--- config.mk ---
export PLATFORM = sky130hd
export DESIGN_NAME = daisy_arb_top
export DESIGN_NICKNAME = d
export VERILOG_FILES = /design/src/rtl/daisy_arb_pkg.sv /design/src/rtl/daisy_arb_ctrl.sv /design/src/rtl/daisy_arb_slot.sv /design/src/rtl/daisy_arb_top.sv
export SDC_FILE = /design/constraint.sdc
export NUM_CORES = 1
export LEC_CHECK = 0
export ABC_CLOCK_PERIOD_IN_PS = 2700
export BUFFER_PORTS_ARGS = -buffer_cell sky130_fd_sc_hd__buf_2
export CORE_AREA = 2 2 39 41
export CTS_CLUSTER_SIZE = 12
export DETAILED_ROUTE_END_ITERATION = 6
export DIE_AREA = 0 0 41 43
export PLACE_DENSITY = 0.5
export SLEW_MARGIN = 10
export SYNTH_ARGS = -nofsm -noshare
export SYNTH_HDL_FRONTEND = slang
export SYNTH_HIERARCHICAL = 1
export SYNTH_SLANG_ARGS = --single-unit
--- constraint.sdc ---
create_clock -name clk -period 2.7 [get_ports clk]
set_input_delay 0.135 -clock clk [delete_from_list [all_inputs] [get_ports clk]]
set_output_delay 0.135 -clock clk [all_outputs]
set_load 0.01 [all_outputs]
--- src/rtl/daisy_arb_pkg.sv ---
package daisy_arb_pkg;

    typedef enum logic [1:0] {
        CTL_IDLE = 2'd0,
        CTL_WAIT = 2'd1,
        CTL_HOLD = 2'd2
    } ctl_state_e;

    typedef struct packed {
        ctl_state_e state;
        logic       grant;
    } ctl_reg_t;

    typedef struct packed {
        logic master;
        logic pass;
    } slot_reg_t;

endpackage

--- src/rtl/daisy_arb_ctrl.sv ---
module daisy_arb_ctrl
    import daisy_arb_pkg::*;
(
    input  logic clk,
    input  logic rst,
    input  logic bus_req,
    input  logic bus_busy,
    input  logic in_flight,
    output logic head_grant
);

    ctl_reg_t r_q, r_d;

    always_comb begin
        r_d       = r_q;
        r_d.grant = 1'b0;
        case (r_q.state)
            CTL_IDLE: begin
                if (bus_req && !bus_busy) begin
                    r_d.grant = 1'b1;
                    r_d.state = CTL_WAIT;
                end
            end
            CTL_WAIT: begin
                if (bus_busy) begin
                    r_d.state = CTL_HOLD;
                end else if (!in_flight) begin
                    r_d.state = CTL_IDLE;
                end
            end
            CTL_HOLD: begin
                if (!bus_busy) begin
                    r_d.state = CTL_IDLE;
                end
            end
            default: r_d.state = CTL_IDLE;
        endcase
    end

    always_ff @(posedge clk) begin
        if (rst) begin
            r_q.state <= CTL_IDLE;
            r_q.grant <= 1'b0;
        end else begin
            r_q <= r_d;
        end
    end

    assign head_grant = r_q.grant;


    no_grant_busy_chk: assert property (@(posedge clk) disable iff (rst)
        bus_busy |=> !head_grant);


    single_pulse_chk: assert property (@(posedge clk) disable iff (rst)
        head_grant |=> !head_grant);

endmodule

--- src/rtl/daisy_arb_slot.sv ---
module daisy_arb_slot
    import daisy_arb_pkg::*;
(
    input  logic clk,
    input  logic rst,
    input  logic req,
    input  logic grant_in,
    output logic grant_out,
    output logic master
);

    slot_reg_t s_q, s_d;

    always_comb begin
        s_d      = s_q;
        s_d.pass = 1'b0;
        if (s_q.master) begin
            s_d.master = req;
        end else if (grant_in) begin
            if (req) begin
                s_d.master = 1'b1;
            end else begin
                s_d.pass = 1'b1;
            end
        end
    end

    always_ff @(posedge clk) begin
        if (rst) begin
            s_q.master <= 1'b0;
            s_q.pass   <= 1'b0;
        end else begin
            s_q <= s_d;
        end
    end

    assign grant_out = s_q.pass;
    assign master    = s_q.master;


    take_needs_grant_chk: assert property (@(posedge clk) disable iff (rst)
        $rose(master) |-> $past(grant_in));


    grant_consumed_chk: assert property (@(posedge clk) disable iff (rst)
        (grant_in && !master) |=> (grant_out != master));


    hold_while_req_chk: assert property (@(posedge clk) disable iff (rst)
        (master && req) |=> master);


    release_chk: assert property (@(posedge clk) disable iff (rst)
        (master && !req) |=> !master);

endmodule

--- src/rtl/daisy_arb_top.sv ---
module daisy_arb_top #(
    parameter int N_DEV = 4
) (
    input  logic             clk,
    input  logic             rst,
    input  logic [N_DEV-1:0] dev_req,
    output logic [N_DEV-1:0] dev_master,
    output logic             bus_busy,
    output logic             bus_req
);

    localparam int CHAIN_LEN = N_DEV + 1;

    logic [CHAIN_LEN-1:0] grant_chain;
    logic                 in_flight;

    assign bus_req   = |dev_req;
    assign bus_busy  = |dev_master;
    assign in_flight = |grant_chain;

    daisy_arb_ctrl u_ctrl (
        .clk        (clk),
        .rst        (rst),
        .bus_req    (bus_req),
        .bus_busy   (bus_busy),
        .in_flight  (in_flight),
        .head_grant (grant_chain[0])
    );

    for (genvar g = 0; g < N_DEV; g++) begin : g_slot
        daisy_arb_slot u_slot (
            .clk       (clk),
            .rst       (rst),
            .req       (dev_req[g]),
            .grant_in  (grant_chain[g]),
            .grant_out (grant_chain[g+1]),
            .master    (dev_master[g])
        );
    end


    one_master_chk: assert property (@(posedge clk) disable iff (rst)
        $onehot0(dev_master));


    one_token_chk: assert property (@(posedge clk) disable iff (rst)
        $onehot0(grant_chain));


    no_token_while_owned_chk: assert property (@(posedge clk) disable iff (rst)
        bus_busy |-> (grant_chain[0] == 1'b0));

endmodule

After elaboration in Yosys (flattened, before gate mapping)
Cells that the tools add are included.

Reductions and logical operators: 12. Equality and inequality tests: 5. Bitwise operators: 5. Muxes and demuxes: 21.

Operators by type and width (count): $mux 2 (7); $mux 1 (12); $reduce_or 3->1 (4); $reduce_or 4->1 (2); $pmux 2 s3 (1); $not 1->1 (5); $reduce_or 5->1 (1); $mux 3 (1); $ne 3x2->1 const B (1); $reduce_and 3->1 (1); $eq 2x1->1 const B (1); $eq 2x2->1 const B (1); $logic_not 2->1 (1); $ne 2x1->1 const B (1); $ne 2x2->1 const B (1); $reduce_or 2->1 (1); $logic_and 1x1->1 (1); $logic_not 1->1 (1).

Output and inout port bits: 6. Bits in registers: 11.

Depth between registers and ports, before layout
Word-level depth: 5. Depth in mapped cells: 4. Depth with buffers taken out: 4.

By module
The synthesis kept the hierarchy.

By module, submodules not included: daisy_arb_slot (cells an instance 5, times used 4, area an instance 71.3 um^2); daisy_arb_ctrl (cells an instance 9, times used 1, area an instance 107.6 um^2); daisy_arb_top (cells an instance 5, times used 1, area an instance 27.5 um^2).

Least setup slack after synthesis
No wires, ideal clock.

Path type: register to register. From: reg g_slot[1].u_slot/master (netlist name). To: reg u_ctrl/r_q[1] (netlist bit). Data required time: 2.597 ns. Path buffers: 0. Clock period less this slack: 1.362 ns. Stages on the path, launching flop included: 3. Path slack: 1.338 ns. Arrival: 1.258 ns. Setup time: 0.103 ns. Cell sequence: dfxtp_1 -> or4_1 -> a2111oi_2.

Longest elaborated chain between the ends: 5. Elaborated cells between the ends (all ways): 9.

RTL lines: $reduce_or 4->1 (*) (RTL line daisy_arb_top.sv:18) `assign bus_busy = |dev_master;`; net bus_busy (RTL line daisy_arb_top.sv:8) `output logic bus_busy,`; $logic_not 1->1; $logic_and 1x1->1 (RTL line daisy_arb_ctrl.sv:19) `if (bus_req && !bus_busy) begin`; $ne 2x1->1 (no line); $reduce_and 3->1 (no line); end signal: assignment (RTL line daisy_arb_ctrl.sv:45) `r_q <= r_d;`; end: declaration (RTL line daisy_arb_ctrl.sv:12) `ctl_reg_t r_q, r_d;`.

The timed path passes the listed nets; every way through them passes the cells marked *. A chain may end at the register's enable or synchronous reset.

Worst setup path in the final report
From: reg g_slot[1].u_slot/master (netlist name). To: out bus_busy.

Longest elaborated chain between the ends: 1.

RTL lines (RTL line): $reduce_or 4->1 (daisy_arb_top.sv:18); end: declaration (daisy_arb_top.sv:8).

No other way between the ends.

==> flow_summary.json <==
{
  "vdd_drop_max_mv": 0.2522,
  "synth_top_area_share_pct": 52.38,
  "vias": 319,
  "rows": 14,
  "synth_area_um2": 420.4,
  "diodes": 0,
  "min_period_ns": 1.519,
  "synth_top_cell_by_area": "dfxtp_1",
  "start_kind": "register",
  "tns_ns": 0,
  "combPwrFrac_pct": 10.8,
  "worst-setup-path-type": "reg2out",
  "htreeDepth": 1,
  "p_leak_nw": 0.1975,
  "cts-root-buf": "clkbuf_4",
  "synth_cell_types": 12,
  "worstPathMaxFanout": 4,
  "fin_nets": 56,
  "design.portCount": 12,
  "cp_slowest_cell": "or4_1",
  "slowest_delay_ns": 0.60,
  "antenna_found_initial": 0,
  "post-cts-setup-buffers": 0,
  "io_buffer_count": 11,
  "syn_inst": 34,
  "p_int_uw": 242.8,
  "period_share_pct": 56.24,
  "cts_resized": 0,
  "drc": 0,
  "syn-num-nets": 40,
  "yosysMostFrequentCell": "dfxtp_1",
  "wl_um": 765,
  "cts_sinks": 11,
  "start_util_pct": 30.38,
  "die_x_um": 41,
  "clkPwrFrac_pct": 33.8,
  "tritoncts": "done",
  "grt_usage_pct": 10.60,
  "dr.pass1.iters": 4,
  "required_ns": 2.57,
  "ys_seq_elements": 11,
  "place.gp.congestion": 0.6707,
  "yosysSeqAreaShare_pct": 52.38,
  "synthFlopType": "dfxtp_1",
  "max-cap-violations": 0,
  "slew_headroom_pct": 81.21,
  "sw_frac_of_total_pct": 23.00,
  "cts_buffers": 3,
  "hp-class": "in2reg",
  "synthTopCellsByArea": "dfxtp_1 52%, nor4b_2 14%, nor3b_2 12%",
  "drt_iter0_drc": 6,
  "avgRoutedWirePerCell_um": 11.77,
  "status": "finished, final reports clean",
  "synth_common_cells": "11 x dfxtp_1, 5 x nor2_1, 4 x nor3b_2, 4 x nor4b_2",
  "dieArea_um2": 1763,
  "grt_pass1_wl_mm": 1.235,
  "coreArea_um2": 1384,
  "critical_path.cell_chain": "or4_1, buf_2",
  "layout-drive-gt1-share_pct": 46.94,
  "cts_hold_buf": 0,
  "grt_pass1_vias": 291,
  "clock.fmax_mhz": 658.5,
  "avgSynthCellArea_um2": 12.36,
  "power_switching_uw": 72.49,
  "clock_latency_ns": 0.26,
  "grt_overflow": 0,
  "grt_max_degree": 12,
  "hold_ws_ns": 0.07002,
  "path_clk_slew_ns": 0.07,
  "yosys_warnings": 6,
  "ant_nets": 0,
  "fp.dieH_um": 43,
  "async_flop_share_pct": 0,
  "tightest_slew_ns": 0.2819,
  "viasPerCell": 4.908,
  "synth_edf_count": 0,
  "worstHoldPathCells": 2,
  "finClkSkew_ns": 0.003613,
  "clock_path_buffers": 2,
  "powerDensity_nw_per_um2": 604.2,
  "cp_data_arrival_time_ns": 1.38,
  "power_uw": 315.3,
  "area_growth_pct": 24.11,
  "worst_setup_path_end_kind": "output pin",
  "hold_viol": 0,
  "rsz0062_at_grt": "no",
  "setup_violations": 0,
  "power_frac_seq_pct": 55.4,
  "drv_slew": 0,
  "r2r_cells": 2
}
cells in the final DEF, fill, tap and decap left out, types with 2 or more instances in the layout:
cell type / synthesis / layout
dfxtp_1: 11 / 11
clkbuf_4: 0 / 3
nor2_1: 5 / 5
or4_1: 2 / 2
buf_2: 0 / 11
nor3b_2: 4 / 4
nor4b_2: 4 / 4
nand2_1: 2 / 2
flip-flops by register name, summed over array words and instances (netlist names):
| name | flops |
|---|---|
| g_slot.u_slot/master | 4 |
| g_slot.u_slot/grant_out | 4 |
| u_ctrl/head_grant | 1 |
| u_ctrl/r_q | 2 |
metrics by stage:
stage	utilization, %	instance area [um^2]	std cells	worst slack, ns
6_report	37.70	521.8	65	1.181
5_1_grt	37.70	521.8	65	1.119
4_1_cts	37.70	521.8	65	1.172
3_5_place_dp	35.80	495.5	61	1.371
3_3_place_gp	35.80	495.5	61	1.417
2_1_floorplan	-	420.4	34	1.338
cell families (layout without fill, tap and decap cells):
kind of cell / count (synthesis) / in the layout / synth area share, %
buffers and inverters: 0 / 15 / 0
DFF: 11 / 11 / 52.38
and+or+nand+nor: 21 / 21 / 41.97
xor gates and xnor gates: 1 / 1 / 2.084
AOI/OAI and AO/OA: 1 / 1 / 3.570
metal layers:
metal / vias up / GRT usage, % / wire (um)
met1: 151 / 14.38 / 342
li1: 159 / - / -
met3: 0 / 4.712 / 55
met4: 0 / 6.000 / 0
met5: - / 0 / 0
met2: 9 / 13.44 / 367
power by group through the flow:
stage	combinational (mW)	sequential, mW	clock (mW)
final	0.0339	0.175	0.107
after global routing	0.0375	0.176	0.121
after CTS	0.0345	0.175	0.110
after detailed placement	0.0343	0.178	0
after global placement	0.0335	0.178	0
after floorplan	0.0200	0.178	0
final cells by class:
cell class	instances	area [um^2]
clock buffers	4	26.28
fillers	140	862.1
multi-input cells	23	200.2
flip-flops and latches	11	220.2
well taps	16	20.02
repair buffers	11	55.05
final timing paths:
path,start,to,slack (ns)
hold reg to reg,g_slot[2].u_slot/master$_SDFF_PP0_,g_slot[2].u_slot/grant_out$_SDFF_PP0_,0.48
setup reg to reg,g_slot[1].u_slot/master$_SDFF_PP0_,u_ctrl/head_grant$_SDFF_PP0_,1.37
setup / recovery,g_slot[1].u_slot/master$_SDFF_PP0_,bus_busy,1.18
hold / removal,dev_req[2],g_slot[2].u_slot/grant_out$_SDFF_PP0_,0.07
worst max-delay path, delay by kind of cell (launching register included):
| family | cells | cell delay, ns |
|---|---|---|
| simple gates | 1 | 0.60 |
| buf+inv | 1 | 0.18 |
| flops | 1 | 0.34 |
No activity file was read; power rests on OpenSTA's default activity.
